==> src/rtl/tlb_vtag_reg.sv <==
module tlb_vtag_reg #(
  parameter int VA_TOP = 39
) (
  input  logic        clk,
  input  logic        rst_n,
  input  logic        sw_we,
  input  logic [63:0] sw_wdata,
  input  logic        exc_capture,
  input  logic [63:0] exc_vaddr,
  input  logic        tlbr_load,
  input  logic [63:0] tlbr_entry,
  input  logic        cfg_small_page,
  input  logic        cfg_grain_en,
  input  logic        cfg_compat32,
  output logic [63:0] rd_data,
  output logic        vaddr_capture
);
  localparam int FILL_W = 61 - VA_TOP;
  localparam int VPN_W  = VA_TOP - 12;

  logic [1:0]       region, region_n;
  logic [VPN_W-1:0] vpn, vpn_n;
  logic [1:0]       ext, ext_n;
  logic [7:0]       asid, asid_n;
  logic             ext_en;
  logic [63:0]      src;

  assign ext_en = cfg_small_page & cfg_grain_en;
  assign src    = tlbr_load ? tlbr_entry : sw_wdata;

  function automatic logic [1:0] legal_region(input logic [1:0] r, input logic compat);
    return compat ? {r[1], r[1]} : r;
  endfunction

  always_comb begin
    region_n = region;
    vpn_n    = vpn;
    ext_n    = ext_en ? ext : 2'b00;
    asid_n   = asid;
    if (exc_capture) begin
      region_n = legal_region(exc_vaddr[63:62], cfg_compat32);
      vpn_n    = exc_vaddr[VA_TOP:13];
      ext_n    = ext_en ? exc_vaddr[12:11] : 2'b00;
    end else if (tlbr_load || sw_we) begin
      region_n = legal_region(src[63:62], cfg_compat32);
      vpn_n    = src[VA_TOP:13];
      ext_n    = ext_en ? src[12:11] : 2'b00;
      asid_n   = src[7:0];
    end
  end

  always_ff @(posedge clk) begin
    if (!rst_n) begin
      region        <= '0;
      vpn           <= '0;
      ext           <= '0;
      asid          <= '0;
      vaddr_capture <= 1'b0;
    end else begin
      region        <= region_n;
      vpn           <= vpn_n;
      ext           <= ext_n;
      asid          <= asid_n;
      vaddr_capture <= exc_capture;
    end
  end

  assign rd_data = {region, {FILL_W{1'b0}}, vpn, ext & {2{ext_en}}, 3'b000, asid};

  p_exc_vpn_r4: assert property (@(posedge clk) disable iff (!rst_n)
    exc_capture |=> rd_data[VA_TOP:13] == $past(exc_vaddr[VA_TOP:13]));
  p_exc_asid_r4: assert property (@(posedge clk) disable iff (!rst_n)
    exc_capture |=> rd_data[7:0] == $past(rd_data[7:0]));
  p_ext_off_r5: assert property (@(posedge clk) disable iff (!rst_n)
    !ext_en |=> ext == 2'b00);
  p_tlbr_asid_r6: assert property (@(posedge clk) disable iff (!rst_n)
    (tlbr_load && !exc_capture) |=> rd_data[7:0] == $past(tlbr_entry[7:0]));
  p_tlbr_over_sw_r7: assert property (@(posedge clk) disable iff (!rst_n)
    (tlbr_load && sw_we && !exc_capture) |=> rd_data[VA_TOP:13] == $past(tlbr_entry[VA_TOP:13]));
  p_compat_region_r8: assert property (@(posedge clk) disable iff (!rst_n)
    (cfg_compat32 && (exc_capture || tlbr_load || sw_we)) |=> rd_data[63] == rd_data[62]);
  p_vcap_src_r9: assert property (@(posedge clk) disable iff (!rst_n)
    vaddr_capture |-> $past(exc_capture));
  p_reserved_zero_r3: assert property (@(posedge clk) disable iff (!rst_n)
    rd_data[10:8] == 3'b000);
endmodule

==> config.mk <==
export PLATFORM = sky130hd
export DESIGN_NAME = tlb_vtag_reg
export DESIGN_NICKNAME = d
export VERILOG_FILES = /design/src/rtl/tlb_vtag_reg.sv
export SDC_FILE = /design/constraint.sdc
export NUM_CORES = 1
export LEC_CHECK = 0
export ABC_AREA = 1
export BUFFER_PORTS_ARGS = -buffer_cell sky130_fd_sc_hd__buf_2
export CAP_MARGIN = 30
export CORE_ASPECT_RATIO = 0.6
export CORE_MARGIN = 10
export CORE_UTILIZATION = 37
export DETAILED_ROUTE_END_ITERATION = 6
export GPL_TIMING_DRIVEN = 0
export PLACE_DENSITY = 0.87
export SLEW_MARGIN = 20
export SYNTH_ARGS = -nofsm -noshare
export SYNTH_HDL_FRONTEND = slang
export SYNTH_SLANG_ARGS = --single-unit
==> constraint.sdc <==
create_clock -name clk -period 2.1 [get_ports clk]
set_input_delay 0 -clock clk [delete_from_list [all_inputs] [get_ports clk]]
set_output_delay 0 -clock clk [all_outputs]
set_load 0.02 [all_outputs]
* Word level (Yosys, flattened, before mapping)
Cells that the tools add are included.
Widths: inputs -> output; s select.
** Cells by class
- Shifts and indexed selects :: 0
- $lt $le $gt $ge :: 0
- Reduce and logical (&&, ||, !) cells :: 3
- Bitwise gates (word level) :: 3
- Equality and inequality tests :: 1
- Multiply operators :: 0
- Divide/modulo/power cells :: 0
- $add $sub $neg :: 0
- Multiplexer cells :: 12
** Operator list (count)
- $mux 64 :: 1
- $mux 27 :: 2
- $mux 2 :: 7
- $ne 3x2->1 const B :: 1
- $and 2x2->2 :: 1
- $mux 1 :: 2
- $reduce_and 2->1 :: 1
- $reduce_bool 2->1 :: 1
- $and 1x1->1 :: 1
- $logic_or 1x1->1 :: 1
- $not 1->1 :: 1
** Word-level totals
- Register bits :: 40
- Bits in latches :: 0
- Memories :: 0
- Logic and storage cells :: 24
- Output and inout bits :: 65
- Input port bits :: 200
- Bits in read-only memories :: 0
- Bits in writable memories :: 0

* Longest topological paths before layout
Gate-level depths: netlist of the first run.
- Depth after elaboration :: 4
- Gate-level depth with buffers :: 9
- Gate-level depth less buffers :: 8

* Worst setup path before layout of the first run
Ideal clock, no wire load.
- Path kind :: register to register
- Start :: register, netlist name region[0]
- End :: register region[0]
- Data required time :: 2043 ps
- Library setup time :: 57 ps
- Arrival :: 749 ps
- Cell stages (with the launch flop) :: 7
- Setup slack :: 1295 ps
- Path buffers :: 0
- Clock period less this slack :: 805 ps
- Path through :: dfxtp_1 nand3_1 nand2_1 inv_1 nand3_1 nand2_1 inv_1
** RTL lines
- end signal, assigned :: line 60 : region <= region_n;
- end, declared :: line 21 : logic [1:0] region, region_n;

* Worst setup path after layout of the first run
- Start :: input port tlbr_load
- End :: register asid[6]
** On the way
- Longest elaborated chain between the ends :: 2
- Elaborated cells on any way between the ends :: 3
- Classes of those cells :: mux: 1; reduce/logical: 2
** RTL lines
- start, declared :: line 10 : input logic tlbr_load,
- $logic_or 1x1->1 :: line 44 : end else if (tlbr_load || sw_we) begin
- $reduce_and 2->1 (no source line)
- end signal, assigned :: line 63 : asid <= asid_n;
- end, declared :: line 24 : logic [7:0] asid, asid_n;
Several ways; a longest one is shown, not always the timed one.
A chain may end at the register's enable or synchronous reset.

==> results.sh, run 1 <==
export IMPL_grt_start_max_net_pins=13
export IMPL_max_freq_mhz=713
export IMPL_routed_via_density=4.81
export IMPL_die_w_um=122
export IMPL_drive_gt1_frac=0.399
export IMPL_grt_pass1_wl_mm=15.6
export IMPL_initial_core_util=0.381
export IMPL_postCtsSetupBuffers=0
export IMPL_cts_htree_levels=2
export IMPL_synth_cell_type_count=19
export IMPL_drtAntennaViolNets=0
export IMPL_cp_max_fo=10
export IMPL_hold_class="in -> reg"
export IMPL_antenna_found_initial=0
export IMPL_clock_latency_ns=0.29
export IMPL_die_area_um2=9970
export IMPL_ys_flop_type="dfxtp_1"
export IMPL_min_delay_path_depth=3
export IMPL_synth_seq_cells=40
export IMPL_hold_viol_final=0
export IMPL_syn_avg_cell_area_um2=6.69
export IMPL_drv_cap=0
export IMPL_drt_iter0_markers=215
export IMPL_maxSlewViolCount=0
export IMPL_cts_sinks=40
export IMPL_n_antenna_cell=0
export IMPL_fin_nets=765
export IMPL_routabilityCongestion=0.849
export IMPL_dr_pass1_iters=5
export IMPL_yosys_cell_count_top_type="nand2_1"
export IMPL_routedWlPerCell_um=16.5
export IMPL_detail_route_drc_violations=0
export IMPL_period_needed_ns=1.40
export IMPL_hold_buffers=31
export IMPL_syn_inst=348
export IMPL_yosys_top_cells_count="112 x nand2_1, 40 x dfxtp_1, 36 x a21oi_1"
export IMPL_outcome="completed"
export IMPL_worst_pin_slew_ns=0.608
export IMPL_place_hpwl_mm=8.19
export IMPL_finalClockSkew_ns=0
export IMPL_start_kind="input port"
export IMPL_syn_cell_area_um2=2330
export IMPL_end_kind="flop"
export IMPL_arrival_ns=1.64
export IMPL_clkTransAtPathRegs_ns=0.08
export IMPL_yosys_warnings=0
export IMPL_cts_root_buf="clkbuf_8"
export IMPL_syn2layout_area_growth_pct=59.6
export IMPL_tns_ns=0
export IMPL_grt_use_total=0.196
export IMPL_cts_tree="done"
export IMPL_cts_repair_resized=0
export IMPL_setup_viol=0
export IMPL_cts_buffer_depth=2
export IMPL_synth_top_area_frac=0.344
export IMPL_wl_mm=10.7
export IMPL_cp_required_ns=2.33
export IMPL_vias=3125
export IMPL_pre_cts_slack_ns=0.975
export IMPL_rsz0062_at_grt="no"
export IMPL_timing_final_crit_share=0.668
export IMPL_synthArstFlopShare=0
export IMPL_cellPowerDensity_nw_per_um2=566
export IMPL_synth_edf_count=0
export IMPL_yosysTopAreaCell="dfxtp_1"
export IMPL_slew_headroom=0.595
export IMPL_fin_ws_ns=0.698
export IMPL_peakVddDrop_mv=0.282
export IMPL_num_rows=22
export IMPL_final_util=0.609
export IMPL_io_pins=265
export IMPL_die_height_um=81.5
export IMPL_p_leak_uw=0.00205
export IMPL_synth_area_leaders="dfxtp_1 34%, nand2_1 18%, buf_4 9.7%"
export IMPL_first_global_vias=2967
export IMPL_port_buffer_count=155
export IMPL_synth_seq_area_share=0.344
export IMPL_critPathKind="in -> reg"
export IMPL_numCtsBuffers=5
export IMPL_worstRegToRegCells=3
export IMPL_core_area_um2=6110
export IMPL_overflow=0
==> worst paths after layout <==
kind | startpoint | endpoint | slack, ns
setup / recovery | tlbr_load | asid[6]$_SDFFE_PN0P_ | 0.70
setup reg to reg | asid[6]$_SDFFE_PN0P_ | asid[6]$_SDFFE_PN0P_ | 0.83
hold reg to reg | vpn[19]$_SDFFE_PN0P_ | vpn[19]$_SDFFE_PN0P_ | 0.49
hold / removal | exc_vaddr[24] | vpn[11]$_SDFFE_PN0P_ | 0.004
==> power by group <==
part | total [uW] | switching [uW] | internal, uW | leakage (uW)
logic | 638 | 357 | 280 | 0.00166
registers | 843 | 27.5 | 815 | 0.000332
clock network | 625 | 272 | 353 | 0.0000552
total | 2110 | 657 | 1450 | 0.00205
==> sequential cells by signal, indices dropped and copies added (netlist names) <==
signal,count
vpn,27
asid,8
ext,2
region,2
vaddr_capture,1
==> layout by cell type (no fill, tap or decap), drive strengths merged <==
cell and n:
buf 196, nand2 113, dfxtp 40, a21oi 36
dlygate4sd3 31, o21ai 25, conb 25, inv 20
or2 17, o211ai 17, nand3 14, clkbuf 13
a31oi 12, nor2 5, clkinv 1, bufinv 1
==> cell families (layout without fill, tap and decap cells) <==
logic type | after synthesis | after routing | share of synthesized area
and+or+nand+nor | 149 | 149 | 0.269
AOI/OAI and AO/OA | 90 | 90 | 0.218
buffers and inverters | 68 | 262 | 0.168
DFF | 40 | 40 | 0.344
other | 1 | 25 | 0.00161
==> final cells by class <==
cell class	count	area, um^2
clock inverter	2	35.0
timing repair buffer	186	1090
tap	84	105
multi-input combinational	264	1230
buffer	48	313
clock buffer	6	72.6
fill	561	2390
inverter	20	77.6
sequential	40	801
==> critical path, stage by stage <==
cell and delay, ns:
buf_2 0.14, inv_2 0.07, buf_2 0.24, buf_2 0.31, nand2_1 0.11, a31oi_1 0.20, dlygate4sd3_1 0.56
==> metal layers <==
metal  up-vias  track usage  routed length [um]
met2       162        0.330                5210
met4         0       0.0375                  76
met5         -            0                   0
met1      1430        0.239                4300
met3         8       0.0712                1140
li1       1525            -                   -
==> through the flow <==
step	instance area (um^2)	power (uW)	cells	hold slack, ns
finish	3720	2110	650	0.00398
global route	3720	2210	650	0.0175
CTS	3720	2100	650	0.00281
detailed placement	3300	1430	611	0.274
global placement	3300	1420	611	0.267
floorplan	2420	1200	372	0.138
No activity file was read; power rests on OpenSTA's default activity.
==> run 2, diff against run 1 <==
--- a/config.mk
+++ b/config.mk
@@ -10,10 +10,10 @@
 export CAP_MARGIN = 30
 export CORE_ASPECT_RATIO = 0.6
 export CORE_MARGIN = 10
-export CORE_UTILIZATION = 37
+export CORE_UTILIZATION = 31
 export DETAILED_ROUTE_END_ITERATION = 6
 export GPL_TIMING_DRIVEN = 0
-export PLACE_DENSITY = 0.87
+export PLACE_DENSITY = 0.78
 export SLEW_MARGIN = 20
 export SYNTH_ARGS = -nofsm -noshare
 export SYNTH_HDL_FRONTEND = slang
==> constraint.sdc (replaced) <==
create_clock -name clk -period 1.2 [get_ports clk]
set_input_delay 0 -clock clk [delete_from_list [all_inputs] [get_ports clk]]
set_output_delay 0 -clock clk [all_outputs]
set_load 0.02 [all_outputs]
==> run 2 against run 1 <==
Net effect: sequential power grew 76%; highest routed layer unchanged; critical path type is now reg -> out; clock power is 120% higher; critical endpoint is now rd_data[11]; largest cell class unchanged; non-clock buffer count down 8.
==> results.sh, run 2 (synthesis gave the netlist of run 1 again) <==
export IMPL_wl_mm=10.2
export IMPL_cts_buffer_depth=2
export IMPL_crit_start="ext[0]$_SDFFE_PN0P_"
export IMPL_postCtsSetupBuffers=0
export IMPL_cts_repair_resized=0
export IMPL_postPlaceCellArea_um2=3330
export IMPL_cts_htree_levels=2
export IMPL_finalClockSkew_ns=0
export IMPL_grt_use_total=0.170
export IMPL_clock_latency_ns=0.28
export IMPL_routabilityCongestion=0.807
export IMPL_drt_iter0_markers=92
export IMPL_port_buffer_count=155
export IMPL_num_rows=24
export IMPL_tns_ns=0
export IMPL_p_leak_uw=0.00203
export IMPL_max_freq_mhz=1100
export IMPL_holdWs_ns=0.00538
export IMPL_antenna_found_initial=0
export IMPL_routed_via_density=4.45
export IMPL_timing_final_crit_share=0.758
export IMPL_cp_max_fo=2
export IMPL_place_hpwl_mm=8.23
export IMPL_drtAntennaViolNets=0
export IMPL_grt_pass1_wl_mm=15.8
export IMPL_reg_top3="vpn: 27 flops, asid: 8 flops"
export IMPL_final_cell_mix="165 x buf_2, 112 x nand2_1, 40 x dfxtp_1, 36 x a21oi_1, 30 x buf_4"
export IMPL_grt_start_max_net_pins=12
export IMPL_rsz0062_at_grt="no"
export IMPL_die_area_um2=11500
export IMPL_setup_viol=0
export IMPL_clkTransAtPathRegs_ns=0.06
export IMPL_drive_gt1_frac=0.406
export IMPL_die_w_um=132
export IMPL_die_height_um=87.2
export IMPL_io_pins=265
export IMPL_routedWlPerCell_um=15.4
export IMPL_overflow=0
export IMPL_worst_pin_slew_ns=0.535
export IMPL_r2r_start="region[0]$_SDFFE_PN0P_"
export IMPL_mostFrequentLayoutCell="buf_2"
export IMPL_cts_tree="done"
export IMPL_first_global_vias=2965
export IMPL_hold_viol_final=0
export IMPL_arrival_ns=0.91
export IMPL_vias=2942
export IMPL_dr_pass1_iters=4
export IMPL_top_register="vpn"
export IMPL_hold_class="in -> reg"
export IMPL_design_area_um2=3710
export IMPL_peakVddDrop_mv=0.591
export IMPL_start_kind="flop"
export IMPL_hold_path_startpoint="exc_vaddr[34]"
export IMPL_cellPowerDensity_nw_per_um2=1060
export IMPL_cp_required_ns=1.20
export IMPL_end_kind="output port"
export IMPL_cts_sinks=40
export IMPL_initial_core_util=0.319
export IMPL_n_antenna_cell=0
export IMPL_detail_route_drc_violations=0
export IMPL_numCtsBuffers=5
export IMPL_largest_reg_flops=27
export IMPL_fin_nets=757
export IMPL_critPathKind="reg -> out"
export IMPL_outcome="completed"
export IMPL_syn2layout_area_growth_pct=59.2
export IMPL_drv_cap=0
export IMPL_period_needed_ns=0.910
export IMPL_maxSlewViolCount=0
export IMPL_core_area_um2=7300
export IMPL_slew_headroom=0.644
export IMPL_cts_root_buf="clkbuf_16"
-- run 2: cell count changes in the layout (fill, tap and decap cells not counted) --
cell / previous run / this run
clkinv_2: 1 / 0
dlygate4sd3_1: 31 / 23
clkbuf_8: 5 / 2
bufinv_16: 1 / 0
clkbuf_16: 0 / 5
clkbuf_1: 8 / 7
-- run 2: timing repair --
action,in CTS,in global routing
hold buffers,23,0
setup endpoints to repair,0,0
endpoints found under the hold margin,18,0
-- run 2: cell type report --
| class | count | area [um^2] |
|---|---|---|
| repair buffers | 178 | 1010 |
| flip-flops and latches | 40 | 801 |
| multi-input cells | 264 | 1230 |
| inverters | 20 | 77.6 |
| fillers | 744 | 3590 |
| well taps | 104 | 130 |
| plain buffers | 48 | 313 |
| clock buffers | 7 | 153 |
-- run 2: per-layer routing --
metal	track usage	up-vias	share of wire
li1	-	1506	-
met3	0.0657	7	0.085
met5	0	-	0
met2	0.300	102	0.49
met4	0.0322	0	0.0054
met1	0.195	1327	0.42
-- run 2: report_power, final --
part           leakage, uW  switching [uW]  total, uW  internal [uW]
registers         0.000332            46.2       1480           1430
logic              0.00162             599       1060            466
clock network    0.0000760             515       1390            872
-- run 2: path summary, 6_finish.rpt --
kind | depth (start not counted) | slack (ns) | to
worst max-delay path | 3 | 0.29 | rd_data[11]
worst min register to register | 2 | 0.47 | vpn[7]$_SDFFE_PN0P_
worst min-delay path | 3 | 0.005 | vpn[21]$_SDFFE_PN0P_
worst max register to register | 6 | 0.45 | region[0]$_SDFFE_PN0P_
-- run 2: critical path, cell delays in order, from the launching register on --
cell	delay, ns
dfxtp_1	0.33
inv_1	0.04
nor2_1	0.09
buf_2	0.17
-- run 2: metrics by stage --
stage | cells | setup slack, ns | utilization | power [uW]
floorplan | 372 | 0.395 | - | 2100
global placement | 631 | 0.0929 | 0.456 | 2480
detailed placement | 631 | 0.0677 | 0.456 | 2510
CTS | 661 | 0.273 | 0.508 | 3970
global route | 661 | 0.206 | 0.508 | 4140
finish | 661 | 0.290 | 0.508 | 3930
